## src/rtl/seqmul_pkg.sv

```systemverilog
package seqmul_pkg;
    typedef enum logic [1:0] {
        ST_IDLE = 2'd0,
        ST_RUN  = 2'd1,
        ST_DONE = 2'd2
    } mul_state_e;
endpackage

```

## src/rtl/seqmul_ctrl.sv

```systemverilog
module seqmul_ctrl
    import seqmul_pkg::*;
#(
    parameter int WIDTH = 8
) (
    input  logic clk,
    input  logic rst_n,
    input  logic start,
    output logic load,
    output logic step,
    output logic last,
    output logic busy,
    output logic done
);
    localparam int CNT_W = $clog2(WIDTH + 1);
    localparam logic [CNT_W-1:0] LAST_CNT = CNT_W'(WIDTH - 1);

    mul_state_e       state_q, state_d;
    logic [CNT_W-1:0] cnt_q;

    // state register
    always_ff @(posedge clk or negedge rst_n) begin
        if (!rst_n) state_q <= ST_IDLE;
        else        state_q <= state_d;
    end

    // step counter
    always_ff @(posedge clk or negedge rst_n) begin
        if (!rst_n)    cnt_q <= '0;
        else if (load) cnt_q <= '0;
        else if (step) cnt_q <= cnt_q + 1'b1;
    end

    // next state
    always_comb begin
        state_d = state_q;
        unique case (state_q)
            ST_IDLE: if (start) state_d = ST_RUN;
            ST_RUN:  if (cnt_q == LAST_CNT) state_d = ST_DONE;
            ST_DONE: state_d = start ? ST_RUN : ST_IDLE;
            default: state_d = ST_IDLE;
        endcase
    end

    // outputs
    always_comb begin
        load = 1'b0;
        step = 1'b0;
        last = 1'b0;
        busy = 1'b0;
        done = 1'b0;
        unique case (state_q)
            ST_IDLE: load = start;
            ST_RUN: begin
                step = 1'b1;
                busy = 1'b1;
                last = (cnt_q == LAST_CNT);
            end
            ST_DONE: begin
                done = 1'b1;
                load = start;
            end
            default: ;
        endcase
    end

    a_r6_busy_done_excl: assert property (@(posedge clk) disable iff (!rst_n)
        !(busy && done));
    a_r6_done_pulse: assert property (@(posedge clk) disable iff (!rst_n)
        done |=> !done);
    a_r6_last_then_done: assert property (@(posedge clk) disable iff (!rst_n)
        last |=> done);
    a_r7_start_ignored: assert property (@(posedge clk) disable iff (!rst_n)
        (busy && start && !last) |=> busy);
    a_r2_start_goes_busy: assert property (@(posedge clk) disable iff (!rst_n)
        (start && !busy) |=> busy);
endmodule

```

## src/rtl/seqmul_datapath.sv

```systemverilog
module seqmul_datapath #(
    parameter int WIDTH = 8
) (
    input  logic               clk,
    input  logic               rst_n,
    input  logic               load,
    input  logic               step,
    input  logic               last,
    input  logic               is_signed,
    input  logic [WIDTH-1:0]   mcand,
    input  logic [WIDTH-1:0]   mplier,
    output logic [2*WIDTH-1:0] product
);
    localparam int EXT_W = WIDTH + 1;

    logic [WIDTH-1:0] a_q, p_q, b_q;
    logic             sgn_q;
    logic [EXT_W-1:0] a_ext, p_ext, addend, sum;
    logic             sub;

    // guard bit: sign-extended in two's complement mode, zero otherwise
    always_comb begin
        a_ext  = {sgn_q & a_q[WIDTH-1], a_q};
        p_ext  = {sgn_q & p_q[WIDTH-1], p_q};
        addend = b_q[0] ? a_ext : '0;
        sub    = sgn_q && last;
        sum    = sub ? (p_ext - addend) : (p_ext + addend);
    end

    always_ff @(posedge clk or negedge rst_n) begin
        if (!rst_n) begin
            a_q   <= '0;
            p_q   <= '0;
            b_q   <= '0;
            sgn_q <= 1'b0;
        end else if (load) begin
            a_q   <= mcand;
            p_q   <= '0;
            b_q   <= mplier;
            sgn_q <= is_signed;
        end else if (step) begin
            p_q <= sum[EXT_W-1:1];
            b_q <= {sum[0], b_q[WIDTH-1:1]};
        end
    end

    assign product = {p_q, b_q};

    a_r7_operand_held: assert property (@(posedge clk) disable iff (!rst_n)
        (step && !load) |=> ($stable(a_q) && $stable(sgn_q)));
    a_r8_product_held: assert property (@(posedge clk) disable iff (!rst_n)
        (!step && !load) |=> $stable(product));
    a_r3_unsigned_no_borrow: assert property (@(posedge clk) disable iff (!rst_n)
        (step && !sgn_q) |-> !sub);
endmodule

```

## src/rtl/seq_mul.sv

```systemverilog
module seq_mul #(
    parameter int WIDTH = 8
) (
    input  logic               clk,
    input  logic               rst_n,
    input  logic               start,
    input  logic               is_signed,
    input  logic [WIDTH-1:0]   mcand,
    input  logic [WIDTH-1:0]   mplier,
    output logic               busy,
    output logic               done,
    output logic [2*WIDTH-1:0] product
);
    logic load, step, last;

    seqmul_ctrl #(.WIDTH(WIDTH)) u_ctrl (
        .clk   (clk),
        .rst_n (rst_n),
        .start (start),
        .load  (load),
        .step  (step),
        .last  (last),
        .busy  (busy),
        .done  (done)
    );

    seqmul_datapath #(.WIDTH(WIDTH)) u_dp (
        .clk       (clk),
        .rst_n     (rst_n),
        .load      (load),
        .step      (step),
        .last      (last),
        .is_signed (is_signed),
        .mcand     (mcand),
        .mplier    (mplier),
        .product   (product)
    );

    a_r1_idle_after_reset: assert property (@(posedge clk) disable iff (!rst_n)
        $fell(busy) |-> done);
endmodule

```

## config.mk

```make
export PLATFORM = sky130hd
export DESIGN_NAME = seq_mul
export DESIGN_NICKNAME = d
export VERILOG_FILES = /design/src/rtl/seqmul_pkg.sv /design/src/rtl/seqmul_ctrl.sv /design/src/rtl/seqmul_datapath.sv /design/src/rtl/seq_mul.sv
export SDC_FILE = /design/constraint.sdc
export NUM_CORES = 1
export LEC_CHECK = 0
export BUFFER_PORTS_ARGS = -buffer_cell sky130_fd_sc_hd__buf_2
export CAP_MARGIN = 5
export CORE_MARGIN = 3
export CORE_UTILIZATION = 45
export DETAILED_ROUTE_END_ITERATION = 10
export GPL_TIMING_DRIVEN = 0
export PLACE_DENSITY_LB_ADDON = 0.08
export SYNTH_ARGS = -nofsm -noshare
export SYNTH_HDL_FRONTEND = slang
export SYNTH_SLANG_ARGS = --single-unit
```

## constraint.sdc

```tcl
create_clock -name clk -period 8.9 [get_ports clk]
set_input_delay 2.67 -clock clk [delete_from_list [all_inputs] [get_ports clk]]
set_output_delay 2.67 -clock clk [all_outputs]
set_load 0.01 [all_outputs]
```

======== Word level (Yosys, flattened, before mapping) ========
Index checks and enable logic that the tools add are counted.
storage, ports and cells
  bits in registers ....................... 31
  bits in latches ......................... 0
  memory bits (writable) .................. 0
  memory bits (read-only) ................. 0
  input port bits ......................... 20
  output and inout port bits .............. 18
  word-level logic and storage cells ...... 37
  memories ................................ 0
cells by class
  $add $sub $neg .......................... 3
  multiply operators ...................... 0
  div/mod/pow operators ................... 0
  magnitude comparators ................... 0
  eq/ne operators ......................... 5
  shift-type cells ........................ 0
  mux-type cells .......................... 16
  bitwise gates (word level) .............. 2
  reduce and logical (&&, ||, !) cells .... 5
operators by type and width
  cell                 number
  $mux 8               4
  $mux 9               2
  $add 9x9->9          1
  $sub 9x9->9          1
  $mux 4               2
  $pmux 2 s3           1
  $mux 1               5
  $add 4x1->4 const B  1
  $eq 4x3->1 const B   1
  $mux 2               2
  $and 1x1->1          2
  $eq 2x1->1 const B   1
  $eq 2x2->1 const B   1
  $logic_not 2->1      1
  $ne 2x1->1 const B   1
  $ne 2x2->1 const B   1
  $reduce_and 2->1     1
  $reduce_bool 2->1    1
  $reduce_or 2->1      1
  $logic_and 1x1->1    1

======== Longest topological paths before layout ========
  word-level depth ........................ 6
  mapped depth ............................ 14

======== Hierarchy ========
A second synthesis with hierarchy kept.
second synthesis, totals
  cells, all modules ...................... 203
  area, all modules ....................... 1966.9 sq um
by module, submodules not included
  module           instances  cells each  area an instance (sq um)  seq. area each (sq um)
  seqmul_datapath  1          174         1646.6                    625.6
  seqmul_ctrl      1          29          320.3                     150.1

======== Least setup slack after synthesis ========
OpenSTA, ideal clock, no wires.
  path type ............................... in2reg
  start point ............................. input start
  end point ............................... register u_ctrl.cnt_q[3]
  setup time .............................. 0.126 ns
  arrival time ............................ 3.676 ns
  slack ................................... 5.098 ns
  cell stages on the path ................. 5
  path through ............................ nor2b_1 buf_1 clkbuf_1 nand3b_1 o21ai_0
on the way
  cells in the longest elaborated chain, start to end .. 2
  elaborated cells between the ends (all ways) .. 3
RTL lines
  what                                         line               RTL
  from (decl)                                  seq_mul.sv:6       input logic start,
  $mux 1 *                                     seqmul_ctrl.sv:52  unique case (state_q)
  $mux 4 or $reduce_bool 2->1 (tied branches)  --
  to (signal assigned)                         seqmul_ctrl.sv:31  else if (step) cnt_q <= cnt_q + 1'b1;
  to (decl)                                    seqmul_ctrl.sv:19  logic [CNT_W-1:0] cnt_q;
Mark *: on every way between the ends. The rest lies on a longest branch, timed or not.
A chain may end at the register's enable or synchronous reset.

======== Worst setup path in the final report ========
  start point ............................. register u_ctrl.state_q[0]
  end point ............................... output busy
on the way
  cells in the longest elaborated chain, start to end .. 2
RTL lines
  what                    line               RTL
  from (decl)             seqmul_ctrl.sv:18  mul_state_e state_q, state_d;
  from (signal assigned)  seqmul_ctrl.sv:24  else state_q <= state_d;
  $eq 2x1->1              seqmul_ctrl.sv:52
  $mux 1                  seqmul_ctrl.sv:52
  to (decl)               seq_mul.sv:10      output logic busy,
Every way passes these cells.

==> impl_metrics.csv <==
group,metric,value,unit
status,status,"finished, final reports clean",
clocking,cts.path.max_buffers,2,
detailed_routing,num_vias,1472,
sta,fin_skew,3.01,ps
detailed_routing,dr.pass1.iters,4,
floorplanning,start_util,47.2,%
sta,worst_pin_slew,667,ps
yosys,ys_types,40,
detailed_routing,drt-wirelength-per-cell,13.5,µm
floorplanning,core,3720,µm²
place,port_buffers,37,
grt,grt.overflow.total,0,
sta,setup_viol,0,
sta,max_slew_margin,55.5,%
floorplanning,ios,38,
clocking,insertion_delay,280,ps
detailed_routing,totalWireLength,3.77,mm
worst_setup_path,crit_type,"reg -> out",
finish,seqCellArea,776,µm²
detailed_routing,drc,0,
yosys,synth_nets,216,
pwr,p_leak,0.995,nW
sta,hold_viol_final,0,
clocking,cts-resized-gates,0,
grt,grt_start_max_net_pins,32,
worst_setup_path,crit_fanout,10,
pwr,total_power,1.04,mW
sta,finalCritPeriodShare,51.8,%
floorplanning,dieArea,4690,µm²
sta,fin_setup_tns,0,ps
clocking,holdBufCountCts,0,
floorplanning,die_h,68.5,µm
sta,grt_setup_unrepaired,"false",
grt,grt_pass1_vias,1483,
finish,multi_input_area,926,µm²
clocking,cts_buffers,5,
worst_setup_path,ff2ff_path_depth,12,
worst_setup_path,endpoint_kind,"output pin",
place,hpwl,2.88,mm
detailed_routing,drt_iter0_drc,140,
yosys,ys.flop_type,"dfrtp_1",
detailed_routing,ant_nets,0,
sta,slew_viol_final,0,
pwr,ir_drop,0.161,mV
floorplanning,dieWidth,68.5,µm
yosys,ys_seq_area_share,44.2,%
min_path,holdPathStages,1,
yosys,synthCells,185,
place,place_congestion,0.857,
worst_setup_path,crit_required,6230,ps
finish,drive_above_1_share,24.8,%
clocking,cts.sinks,31,
yosys,ys_warn_count,0,
clocking,cts.clk_slew.worst_paths,70,ps
yosys,syn_area,1760,µm²
yosys,synth_edf_count,0,
finish,fin_area,2100,µm²
clocking,htreeDepth,2,
clocking,cts_tree,"built",
worst_setup_path,critPathArrivalTime,1940,ps
yosys,syn_avg_cell_area,9.49,µm²
grt,grt_usage,19.6,%
grt,antenna_found_initial,0,
min_path,min_path_type,"reg -> reg",
pwr,p_per_area,495,nW/µm²
yosys,ys_async_sr_fraction,100,%
sta,min_period,4610,ps
floorplanning,row_count,22,
finish,fill_cells,360,
clocking,post_cts_buffers,0,
sta,fmax,0.217,GHz
detailed_routing,viasPerCell,5.29,
grt,grt_pass1_wl,6.80,mm
run,cap_violations,0,
worst_setup_path,cp-start-kind,"flop",
finish,syn_to_final_growth,19.9,%
finish,final_nets,260,
clocking,cts_root_buf,"clkbuf_8",
place,placed_cell_area,2000,µm²
finish,antenna_cells,0,
yosys,ys_ff_latch,31,
cells in the mapped netlist (2+ instances only):
cell      number  area share (%)
nand2_1       36             7.7
dfrtp_1       31              44
o21ai_0       22             6.3
ha_1          10             7.1
mux2_2         9             5.8
a22oi_1        7             3.0
inv_1          7             1.5
nor2_1         7             1.5
a21oi_1        5             1.4
xnor2_1        5             2.5
clkbuf_1       4            0.86
nor2b_1        4             1.4
xor2_1         4             2.0
or3_1          3             1.1
a22o_1         2             1.0
a32o_1         2             1.1
nand2b_1       2            0.71
o21a_1         2            0.86
o31ai_1        2            0.86
state kept, by name, summed over array words and instances, names as in the netlist:
name            flops
u_dp.b_q            8
u_dp.a_q            8
u_ctrl.state_q      2
u_dp.p_q            8
u_dp.sgn_q          1
u_ctrl.cnt_q        4
where the power goes:
group	internal, mW	switching (mW)
Sequential	0.218	0.0630
Clock	0.0703	0.0528
Combinational	0.297	0.342
Total	0.585	0.457
worst paths after layout:
check | startpoint | endpoint | slack (ps)
worst max-delay path | u_ctrl.state_q[0]$_DFFE_PN0P_ | busy | 4290
worst min-delay path | u_ctrl.cnt_q[3]$_DFFE_PN0P_ | u_ctrl.cnt_q[3]$_DFFE_PN0P_ | 500
worst max register to register | u_ctrl.cnt_q[0]$_DFFE_PN0P_ | u_dp.p_q[4]$_DFFE_PN0P_ | 5620
worst min register to register | u_ctrl.cnt_q[3]$_DFFE_PN0P_ | u_ctrl.cnt_q[3]$_DFFE_PN0P_ | 500
max in group asynchronous | rst_n | u_ctrl.state_q[1]$_DFFE_PN0P_ | 6040
min in group asynchronous | rst_n | u_dp.b_q[6]$_DFFE_PN0P_ | 2420
layer usage:
metal | wire length, µm | global-route usage, %
met3 | 192 | 6.08
met5 | 0 | 0
met2 | 1710 | 28.8
met4 | 50 | 10.4
met1 | 1810 | 25.6
cell type report:
class                   instances  area share, %
plain buffers                   6           1.13
clock buffers                   7           4.58
clock inverters                 1          0.357
inverters                       8           1.43
multi-input cells             140           44.0
flip-flops and latches         31           36.9
well taps                      48           2.85
repair buffers                 37           8.80
per-stage QoR:
step / utilization, % / worst slack, ps / hold WS, ps / cells
detailed placement: 53.8 / 4610 / 479 / 270
finish: 56.6 / 4290 / 496 / 278
floorplan: - / 5100 / 451 / 185
global route: 56.6 / 4120 / 518 / 278
global placement: 53.8 / 4610 / 475 / 270
CTS: 56.6 / 4290 / 498 / 278
critical path, stage by stage, from the launching register on:
cell	delay, ps
dfrtp_1	400
nand2b_1	70
clkbuf_1	300
clkinv_1	330
clkbuf_1	330
buf_2	220
cells in the final DEF, fill, tap and decap left out, drive strengths merged, types with 7 or more instances in the layout:
| cell | synthesis | layout |
|---|---|---|
| buf | 2 | 39 |
| a22oi | 7 | 7 |
| nor2 | 8 | 8 |
| clkbuf | 4 | 11 |
| nand2 | 36 | 36 |
| o21ai | 23 | 23 |
| dfrtp | 31 | 31 |
| ha | 10 | 10 |
| inv | 7 | 7 |
| mux2 | 9 | 9 |
cell families after synthesis:
group                    count (synthesis)  share of synthesized area [%]
AO/OA/AOI/OAI                           49                           18.0
buffers and inverters                   14                           3.06
XOR/XNOR                                 9                           4.49
flip-flops                              31                           44.2
AND/OR/NAND/NOR                         62                           16.3
multiplexers                             9                           5.77
adder cells (fa/ha/maj)                 11                           8.27
No activity file was read; power rests on OpenSTA's default activity.
